[src/rtl/pwm_bank_pkg.sv]
package pwm_bank_pkg;
  localparam int unsigned BUS_W     = 32;
  localparam int unsigned ADDR_W    = 8;
  localparam int unsigned PS_W      = 8;
  localparam int unsigned PS_HALF   = PS_W / 2;
  localparam int unsigned PS_LO_LSB = 0;
  localparam int unsigned PS_HI_LSB = 11;
  localparam int unsigned EN_BIT    = 9;
  localparam int unsigned CTRL_WORD = 20;  // byte address 0x50
endpackage

[src/rtl/pwm_bank_regs.sv]
module pwm_bank_regs
  import pwm_bank_pkg::*;
#(
  parameter int unsigned NCH    = 4,
  parameter int unsigned DUTY_W = 8
) (
  input  logic                           clk,
  input  logic                           rst_n,
  input  logic                           wr_i,
  input  logic [ADDR_W-1:0]              addr_i,
  input  logic [BUS_W-1:0]               wdata_i,
  output logic [BUS_W-1:0]               rdata_o,
  input  logic                           wrap_i,
  output logic                           en_o,
  output logic [PS_W-1:0]                ps_act_o,
  output logic [NCH-1:0][DUTY_W-1:0]     duty_act_o
);
  localparam int unsigned WIDX_W = ADDR_W - 2;

  logic [WIDX_W-1:0]          widx;
  logic                       ctrl_hit;
  logic [NCH-1:0]             duty_hit;

  logic [PS_W-1:0]            ps_q, ps_d, ps_act_q, ps_act_d;
  logic                       en_q, en_d;
  logic [NCH-1:0][DUTY_W-1:0] duty_q, duty_d, duty_act_q, duty_act_d;
  logic                       load;

  logic unused_bits;
  assign unused_bits = ^{wdata_i, addr_i};

  assign widx     = addr_i[ADDR_W-1:2];
  assign ctrl_hit = wr_i && (widx == WIDX_W'(CTRL_WORD));

  for (genvar g = 0; g < NCH; g++) begin : g_hit
    assign duty_hit[g] = wr_i && (widx == WIDX_W'(g));
  end

  // next-state: pending copy
  always_comb begin
    ps_d   = ps_q;
    en_d   = en_q;
    duty_d = duty_q;
    if (ctrl_hit) begin
      ps_d = {wdata_i[PS_HI_LSB +: PS_HALF], wdata_i[PS_LO_LSB +: PS_HALF]};
      en_d = wdata_i[EN_BIT];
    end
    for (int i = 0; i < NCH; i++) begin
      if (duty_hit[i]) duty_d[i] = wdata_i[DUTY_W-1:0];
    end
  end

  // next-state: live copy follows pending at a boundary or while idle
  assign load       = wrap_i || !en_q;
  assign ps_act_d   = ps_d;
  assign duty_act_d = duty_d;

  always_ff @(posedge clk or negedge rst_n) begin
    if (!rst_n) begin
      ps_q       <= '0;
      en_q       <= 1'b0;
      duty_q     <= '0;
      ps_act_q   <= '0;
      duty_act_q <= '0;
    end else begin
      if (ctrl_hit) begin
        ps_q <= ps_d;
        en_q <= en_d;
      end
      if (|duty_hit) duty_q <= duty_d;
      if (load) begin
        ps_act_q   <= ps_act_d;
        duty_act_q <= duty_act_d;
      end
    end
  end

  // read mux
  always_comb begin
    rdata_o = '0;
    if (widx == WIDX_W'(CTRL_WORD)) begin
      rdata_o[PS_LO_LSB +: PS_HALF] = ps_q[PS_HALF-1:0];
      rdata_o[PS_HI_LSB +: PS_HALF] = ps_q[PS_W-1:PS_HALF];
      rdata_o[EN_BIT]               = en_q;
    end else begin
      for (int i = 0; i < NCH; i++) begin
        if (widx == WIDX_W'(i)) rdata_o[DUTY_W-1:0] = duty_q[i];
      end
    end
  end

  assign en_o       = en_q;
  assign ps_act_o   = ps_act_q;
  assign duty_act_o = duty_act_q;

  // live values move only at a boundary while running
  a_r8_live_hold: assert property (@(posedge clk) disable iff (!rst_n)
    en_q && !wrap_i |=> $stable(ps_act_q) && $stable(duty_act_q));

  // divider field assembly from the two nibbles
  a_r3_split_field: assert property (@(posedge clk) disable iff (!rst_n)
    ctrl_hit |=> ps_q == $past({wdata_i[PS_HI_LSB +: PS_HALF], wdata_i[PS_LO_LSB +: PS_HALF]}));

  // while idle the live copy tracks pending
  a_r7_idle_track: assert property (@(posedge clk) disable iff (!rst_n)
    !en_q && !ctrl_hit && (duty_hit == '0) |=> ps_act_q == ps_q && duty_act_q == duty_q);
endmodule

[src/rtl/pwm_bank_timebase.sv]
module pwm_bank_timebase
  import pwm_bank_pkg::*;
#(
  parameter int unsigned CNT_W = 8
) (
  input  logic             clk,
  input  logic             rst_n,
  input  logic             en_i,
  input  logic [PS_W-1:0]  ps_i,
  output logic [CNT_W-1:0] cnt_o,
  output logic             wrap_o
);
  logic [PS_W-1:0]  pcnt_q, pcnt_d;
  logic [CNT_W-1:0] cnt_q, cnt_d;
  logic             tick;

  assign tick   = en_i && (pcnt_q == ps_i);
  assign wrap_o = tick && (cnt_q == '1);

  always_comb begin
    pcnt_d = pcnt_q + 1'b1;
    cnt_d  = cnt_q;
    if (!en_i) begin
      pcnt_d = '0;
      cnt_d  = '0;
    end else if (tick) begin
      pcnt_d = '0;
      cnt_d  = cnt_q + 1'b1;
    end
  end

  always_ff @(posedge clk or negedge rst_n) begin
    if (!rst_n) begin
      pcnt_q <= '0;
      cnt_q  <= '0;
    end else begin
      pcnt_q <= pcnt_d;
      cnt_q  <= cnt_d;
    end
  end

  assign cnt_o = cnt_q;

  // idle holds the timebase at zero
  a_r7_idle_zero: assert property (@(posedge clk) disable iff (!rst_n)
    !en_i |=> cnt_q == '0 && pcnt_q == '0);

  // divider never exceeds its live limit while running
  a_r3_pcnt_bound: assert property (@(posedge clk) disable iff (!rst_n)
    en_i |-> pcnt_q <= ps_i);

  // counter steps by at most one, wrapping modulo the period
  a_r4_cnt_step: assert property (@(posedge clk) disable iff (!rst_n)
    en_i && $past(en_i) |-> (cnt_q == $past(cnt_q)) || (cnt_q == CNT_W'($past(cnt_q) + 1'b1)));
endmodule

[src/rtl/pwm_bank_chan.sv]
module pwm_bank_chan #(
  parameter int unsigned DUTY_W = 8
) (
  input  logic              clk,
  input  logic              rst_n,
  input  logic              en_i,
  input  logic [DUTY_W-1:0] cnt_i,
  input  logic [DUTY_W-1:0] duty_i,
  output logic              pwm_o
);
  assign pwm_o = en_i && (cnt_i <= duty_i);

  // full-scale duty never drops low while enabled
  a_r6_full_on: assert property (@(posedge clk) disable iff (!rst_n)
    en_i && (duty_i == '1) |-> pwm_o);

  // disabled bank drives low
  a_r7_gate_low: assert property (@(posedge clk) disable iff (!rst_n)
    !en_i |-> !pwm_o);

  // every period opens high
  a_r5_open_high: assert property (@(posedge clk) disable iff (!rst_n)
    en_i && (cnt_i == '0) |-> pwm_o);
endmodule

[src/rtl/pwm_bank.sv]
module pwm_bank
  import pwm_bank_pkg::*;
#(
  parameter int unsigned NCH    = 4,
  parameter int unsigned DUTY_W = 8
) (
  input  logic              clk,
  input  logic              rst_n,
  input  logic              reg_wr,
  input  logic [ADDR_W-1:0] reg_addr,
  input  logic [BUS_W-1:0]  reg_wdata,
  output logic [BUS_W-1:0]  reg_rdata,
  output logic [NCH-1:0]    pwm_o
);
  logic                       en;
  logic                       wrap;
  logic [PS_W-1:0]            ps_act;
  logic [NCH-1:0][DUTY_W-1:0] duty_act;
  logic [DUTY_W-1:0]          cnt;

  pwm_bank_regs #(.NCH(NCH), .DUTY_W(DUTY_W)) u_regs (
    .clk        (clk),
    .rst_n      (rst_n),
    .wr_i       (reg_wr),
    .addr_i     (reg_addr),
    .wdata_i    (reg_wdata),
    .rdata_o    (reg_rdata),
    .wrap_i     (wrap),
    .en_o       (en),
    .ps_act_o   (ps_act),
    .duty_act_o (duty_act)
  );

  pwm_bank_timebase #(.CNT_W(DUTY_W)) u_tb (
    .clk    (clk),
    .rst_n  (rst_n),
    .en_i   (en),
    .ps_i   (ps_act),
    .cnt_o  (cnt),
    .wrap_o (wrap)
  );

  for (genvar g = 0; g < NCH; g++) begin : g_ch
    pwm_bank_chan #(.DUTY_W(DUTY_W)) u_ch (
      .clk    (clk),
      .rst_n  (rst_n),
      .en_i   (en),
      .cnt_i  (cnt),
      .duty_i (duty_act[g]),
      .pwm_o  (pwm_o[g])
    );
  end
endmodule

[config.mk]
export PLATFORM = sky130hd
export DESIGN_NAME = pwm_bank
export DESIGN_NICKNAME = d
export VERILOG_FILES = /design/src/rtl/pwm_bank_pkg.sv /design/src/rtl/pwm_bank_regs.sv /design/src/rtl/pwm_bank_timebase.sv /design/src/rtl/pwm_bank_chan.sv /design/src/rtl/pwm_bank.sv
export SDC_FILE = /design/constraint.sdc
export NUM_CORES = 1
export LEC_CHECK = 0
export BUFFER_PORTS_ARGS = -buffer_cell sky130_fd_sc_hd__buf_4
export CELL_PAD_IN_SITES_DETAIL_PLACEMENT = 1
export CELL_PAD_IN_SITES_GLOBAL_PLACEMENT = 1
export CORE_UTILIZATION = 44
export DETAILED_ROUTE_END_ITERATION = 10
export GPL_TIMING_DRIVEN = 1
export PLACE_DENSITY = 0.78
export SETUP_SLACK_MARGIN = 0.3
export SLEW_MARGIN = 20
export SYNTH_ARGS = -nofsm -noshare
export SYNTH_HDL_FRONTEND = slang
export SYNTH_HIERARCHICAL = 1
export SYNTH_SLANG_ARGS = --single-unit
[constraint.sdc]
create_clock -name clk -period 2.4 [get_ports clk]
set_input_delay 0.36 -clock clk [delete_from_list [all_inputs] [get_ports clk]]
set_output_delay 0.36 -clock clk [all_outputs]
set_load 0.1 [all_outputs]
==> results.sh, run 1 <==
export IMPL_place_area_mm2=0.00601
export IMPL_clock_fmax_ghz=0.406
export IMPL_yosys_register_bits=97
export IMPL_gp_congestion=0.844
export IMPL_syn_area_mm2=0.00552
export IMPL_antenna_found_initial=0
export IMPL_synth_cell_types=46
export IMPL_outcome="finished with violations"
export IMPL_area_growth_pct=23.2
export IMPL_post_drt_wl_per_cell_um=23.5
export IMPL_synth_simple_area_share_pct=19.3
export IMPL_layout_common_cells="dfrtp_1 (88), nor2_1 (52), nand2_1 (51)"
export IMPL_power_density_mw_per_mm2=800
export IMPL_required_ps=2040
export IMPL_grt_max_degree=38
export IMPL_maxCapViolations=0
export IMPL_portBuffers=38
export IMPL_synth_top_family_by_area="simple AND/OR/NAND/NOR gates"
export IMPL_final_area_mm2=0.00680
export IMPL_worstMarginPinSlew_ps=793
export IMPL_synth_edf_count=0
export IMPL_hold_class="primary input to flip-flop"
export IMPL_cts_root_buf="clkbuf_16"
export IMPL_fin_cells=801
export IMPL_slowest_stage="dfrtp_2"
export IMPL_drcViolationCount=0
export IMPL_dieWidth_um=114
export IMPL_clockBufferDepth=2
export IMPL_path_delay_family="simple AND/OR/NAND/NOR gates"
export IMPL_n_fill_cell=1349
export IMPL_end_kind="output pin"
export IMPL_max_slew_margin_pct=46.9
export IMPL_io_pins=79
export IMPL_synthFlopType="dfrtp_1"
export IMPL_start_util_pct=45.6
export IMPL_finClkSkew_ps=11.5
export IMPL_first_global_vias=5090
export IMPL_synth_area_per_cell_um2=9.51
export IMPL_path_clk_slew_ps=70
export IMPL_core_mm2=0.0121
export IMPL_h_tree_depth=3
export IMPL_fin_ws_ps=-62.4
export IMPL_grt_first_pass_wirelength_um=28000
export IMPL_cp_max_fo=6
export IMPL_drtPass1Iterations=5
export IMPL_violations="negative setup slack"
export IMPL_min_period_ps=2460
export IMPL_crit_chain="ha_1, nand4_1, or3_4, o31ai_4, buf_12"
export IMPL_syn_inst=580
export IMPL_synth_compound_area_share_pct=14.5
export IMPL_synthMuxAreaShare_pct=3.83
export IMPL_setup_viol=2
export IMPL_crit_buf_inv=1
export IMPL_first_iter_violations=377
export IMPL_drive_gt1_share_pct=22.9
export IMPL_grt_overflow=0
export IMPL_fp_row_count=40
export IMPL_max_stage_delay_ps=460
export IMPL_p_leak_nw=3.16
export IMPL_dpl_hpwl_um=11300
export IMPL_cp_arrival_ps=2100
export IMPL_worstSkewPairLatency_ps=350
export IMPL_cts_tree="yes"
export IMPL_vias_per_cell=6.20
export IMPL_yosys_warnings=6
export IMPL_rsz0062_at_grt="yes"
export IMPL_crit_type="flip-flop to output pin"
export IMPL_final_antenna_net_count=0
export IMPL_max_vdd_ir_drop_uv=434
export IMPL_fin_crit_sh_pct=103
export IMPL_dpl_worst_slack_ps=203
export IMPL_die_y_um=114
export IMPL_cts_made_buffers=9
export IMPL_async_flop_share_pct=100
export IMPL_synth_xor_area_share_pct=2.49
export IMPL_cts_sinks=97
export IMPL_dr_total_vias=4965
export IMPL_final_common_cell="dfrtp_1"
export IMPL_nets=704
export IMPL_slew_violations=0
export IMPL_grt_total_usage_pct=28.7
export IMPL_routed_wl_um=18800
export IMPL_finalHoldViolCount=0
export IMPL_start_kind="flip-flop"
export IMPL_place_inst=768
export IMPL_dieArea_mm2=0.0130
export IMPL_ys_seq_area_share_pct=44.0
export IMPL_yosys_area_share_adder_pct=7.71
cells by family (layout without fill, tap and decap cells):
logic type	count (synthesis)	after routing
simple gates	208	208
compound gates	127	127
flops	97	97
buf+inv	88	122
fa+ha+maj	34	34
xor+xnor	14	14
mux	11	11
other cells	1	20
cell usage after synthesis, drive strengths merged, types with 6 or more instances:
| cell | count | share of area (%) |
|---|---|---|
| dfrtp | 97 | 44 |
| nor2 | 52 | 3.5 |
| nand2 | 51 | 3.5 |
| nand4 | 39 | 4.5 |
| o21ai | 39 | 3.6 |
| a31oi | 37 | 4.2 |
| inv | 37 | 2.5 |
| buf | 35 | 4.5 |
| ha | 34 | 7.7 |
| clkbuf | 16 | 1.1 |
| nand3 | 16 | 1.5 |
| o31ai | 16 | 2.4 |
| a21oi | 14 | 1.3 |
| xnor2 | 11 | 2.0 |
| and2 | 9 | 1.0 |
| mux4 | 8 | 3.3 |
| nand2b | 8 | 0.91 |
| and3 | 7 | 0.79 |
| o21bai | 7 | 0.95 |
| nor2b | 6 | 0.68 |
| or3 | 6 | 0.68 |
| or4 | 6 | 0.88 |
routing by layer:
metal  wire [µm]  track usage [%]  share of wire, %
met5           0                0                 0
met4         606             11.1               3.2
met3         917             3.88               4.9
met2        9320             47.4                49
met1        7990             38.5                42
timing repair:
item / CTS / global route
gates resized for setup: 31 / 17
hold endpoints to repair: 31 / 0
hold buffers: 1 / 0
pin swaps: 6 / 4
setup endpoints to repair: 30 / 50
gates cloned: 1 / 3
buffers inserted: 4 / 7
state kept, by name, summed over array words and instances (netlist names):
register,flops
u_regs/duty_q,32
u_regs/en_o,1
u_regs/ps_q,8
u_tb/cnt_o,8
u_regs/ps_act_o,8
u_regs/duty_act_o,32
u_tb/pcnt_q,8
final timing paths:
check                                           startpoint                                 to  slack, ps  cells past startpoint
worst min-delay path                          reg_wdata[9]            u_regs/en_o$_DFFE_PN0P_        250                      2
worst max register to register   u_tb/cnt_o[1]$_DFFE_PN0P_  u_regs/duty_act_o[15]$_DFFE_PN0P_          0                     10
worst max-delay path             u_tb/cnt_o[7]$_DFFE_PN0P_                           pwm_o[0]        -60                      5
worst min register to register  u_regs/ps_q[7]$_DFFE_PN0P_         u_regs/ps_q[7]$_DFFE_PN0P_        540                      2
min in group asynchronous                            rst_n  u_regs/duty_act_o[17]$_DFFE_PN0P_        520                      2
max in group asynchronous                            rst_n          u_tb/cnt_o[3]$_DFFE_PN0P_       1270                      3
area by class of cell:
cell class | instances | area [µm²] | area share, %
multi-input combinational | 413 | 2920 | 43.0
timing repair buffer | 69 | 731 | 10.8
inverter | 37 | 139 | 2.04
tap | 168 | 210 | 3.09
clock buffer | 10 | 239 | 3.52
sequential | 97 | 2440 | 35.9
antenna | 1 | 2.50 | 0.0368
clock inverter | 6 | 113 | 1.66
metrics by stage:
step	TNS [ps]	utilization, %	hold WS (ps)	total power [mW]
finish	-63.2	56.1	245	5.44
global route	-152	56.1	248	5.65
CTS	0	54.1	246	5.27
detailed placement	0	49.6	357	3.43
global placement	0	49.6	344	3.35
floorplan	0	-	64.4	3.04
where the power goes:
part / internal [mW] / switching [mW]
clock: 1.05 / 0.685
sequential: 1.89 / 0.231
combinational: 0.586 / 0.993
Power figures use the tool's default switching activity.
==> inputs of run 2 (changes only) <==
- SKIP_CTS_REPAIR_TIMING: default -> 1
- SKIP_LAST_GASP: default -> 1
==> run 2 against run 1 <==
Net effect: the run still ends with negative setup slack left; wire length decreased by 3.1%; die area unchanged; power decreased by 1.1%; via count decreased by 3.2%; register-to-register slack improved by 230 ps; sequential power about the same; sequential cell count unchanged; critical endpoint unchanged; largest power group unchanged.
==> results.sh, run 2 (synthesis gave the netlist of run 1 again) <==
export IMPL_outcome="finished with violations"
export IMPL_violations="negative setup slack"
export IMPL_hold_class="primary input to flip-flop"
export IMPL_p_leak_nw=3.10
export IMPL_routed_wl_um=18200
export IMPL_rsz0062_at_grt="yes"
export IMPL_min_period_ps=2490
export IMPL_p_sw_share_pct=35.0
export IMPL_finalSetupTns_ps=-90.7
export IMPL_io_pins=79
export IMPL_gp_congestion=0.844
export IMPL_final_antenna_net_count=0
export IMPL_fin_crit_sh_pct=104
export IMPL_maxCapViolations=0
export IMPL_core_mm2=0.0121
export IMPL_multiInputGateArea_mm2=0.00299
export IMPL_max_vdd_ir_drop_uv=392
export IMPL_cts_tree="yes"
export IMPL_worstMarginPinSlew_ps=735
export IMPL_required_ps=2040
export IMPL_dieWidth_um=114
export IMPL_vias_per_cell=6.04
export IMPL_layout_common_cells="dfrtp_1 (88), nand2_1 (51), buf_4 (51)"
export IMPL_die_y_um=114
export IMPL_cts_made_buffers=9
export IMPL_finClkSkew_ps=9.51
export IMPL_fin_ws_ps=-89.3
export IMPL_max_slew_margin_pct=50.8
export IMPL_crit_type="flip-flop to output pin"
export IMPL_path_clk_slew_ps=70
export IMPL_power_density_mw_per_mm2=795
export IMPL_end_kind="output pin"
export IMPL_drive_gt1_share_pct=23.6
export IMPL_worstSkewPairLatency_ps=350
export IMPL_slew_violations=0
export IMPL_post_drt_wl_per_cell_um=22.9
export IMPL_drtPass1Iterations=4
export IMPL_switching_power_mw=1.88
export IMPL_dieArea_mm2=0.0130
export IMPL_nets=700
export IMPL_setup_viol=2
export IMPL_regArea_mm2=0.00244
export IMPL_antenna_found_initial=0
export IMPL_total_power_mw=5.38
export IMPL_clock_fmax_ghz=0.402
export IMPL_cts_sinks=97
export IMPL_start_kind="flip-flop"
export IMPL_grt_total_usage_pct=27.4
export IMPL_clockBufferDepth=2
export IMPL_final_common_cell="dfrtp_1"
export IMPL_fp_row_count=40
export IMPL_cp_max_fo=7
export IMPL_clkPwrFrac_pct=32.2
export IMPL_grt_overflow=0
export IMPL_n_fill_cell=1344
export IMPL_cp_arrival_ps=2130
export IMPL_first_iter_violations=426
export IMPL_start_util_pct=45.6
export IMPL_finalHoldViolCount=0
export IMPL_cts_root_buf="clkbuf_16"
export IMPL_dr_total_vias=4806
export IMPL_dpl_hpwl_um=11300
export IMPL_grt_max_degree=57
export IMPL_portBuffers=38
export IMPL_h_tree_depth=3
export IMPL_area_growth_pct=22.6
export IMPL_first_global_vias=4860
export IMPL_seqPwrFrac_pct=39.3
export IMPL_combinationalPowerShare_pct=28.6
export IMPL_p_int_mw=3.50
export IMPL_grt_first_pass_wirelength_um=26800
export IMPL_drcViolationCount=0
export IMPL_antenna_cells=0
run 2: cell types whose count changed in the layout (fill, tap and decap cells not counted), sizes merged:
cell    previous run  this run
buf               64        62
clkbuf            14        12
diode              1         0
run 2: final cells by class:
cell class	instances	area share, %
Sequential cell	97	36.0
Clock buffer	10	3.53
Tap cell	168	3.11
Clock inverter	6	1.66
Timing Repair Buffer	65	9.40
Inverter	37	2.05
Multi-Input combinational cell	413	44.2
run 2: metal layers:
layer | track usage, % | vias up | wire (µm)
met5 | 0 | - | 0
met4 | 8.92 | 0 | 335
met3 | 3.35 | 26 | 780
met2 | 44.4 | 147 | 9100
met1 | 38.3 | 2488 | 8030
li1 | - | 2145 | -
run 2: worst paths after layout:
kind / start / endpoint / slack (ps) / cells after the start
setup / recovery: u_tb/cnt_o[5]$_DFFE_PN0P_ / pwm_o[0] / -90 / 5
min in group asynchronous: rst_n / u_regs/duty_q[28]$_DFFE_PN0P_ / 520 / 2
max in group asynchronous: rst_n / u_tb/cnt_o[3]$_DFFE_PN0P_ / 1260 / 3
hold reg to reg: u_regs/duty_q[14]$_DFFE_PN0P_ / u_regs/duty_q[14]$_DFFE_PN0P_ / 530 / 2
hold / removal: reg_wdata[9] / u_regs/en_o$_DFFE_PN0P_ / 250 / 2
setup reg to reg: u_tb/cnt_o[5]$_DFFE_PN0P_ / u_regs/duty_act_o[15]$_DFFE_PN0P_ / 230 / 7
run 2: power by group through the flow:
stage	sequential [mW]	clock (mW)	combinational (mW)
after global routing	2.13	1.82	1.66
after detailed placement	2.12	0	1.31
after CTS	2.10	1.74	1.33
after floorplan	2.02	0	1.01
final	2.11	1.73	1.54
after global placement	2.11	0	1.24
run 2: metrics by stage:
| stage | hold WS, ps | utilization (%) | std cells | area [µm²] | setup slack (ps) |
|---|---|---|---|---|---|
| floorplan | 64.4 | - | 598 | 5660 | 117 |
| global placement | 344 | 49.6 | 768 | 6010 | 250 |
| detailed placement | 357 | 49.6 | 768 | 6010 | 203 |
| CTS | -19.8 | 52.5 | 784 | 6360 | -184 |
| global route | 243 | 55.9 | 796 | 6770 | -98.2 |
| finish | 247 | 55.9 | 796 | 6770 | -89.3 |
run 2: worst max-delay path, cell delays in order, from the launching register on:
cell,delay [ps]
dfrtp_2,530
ha_4,330
nand4_1,180
or3_4,440
o31ai_4,90
buf_12,210
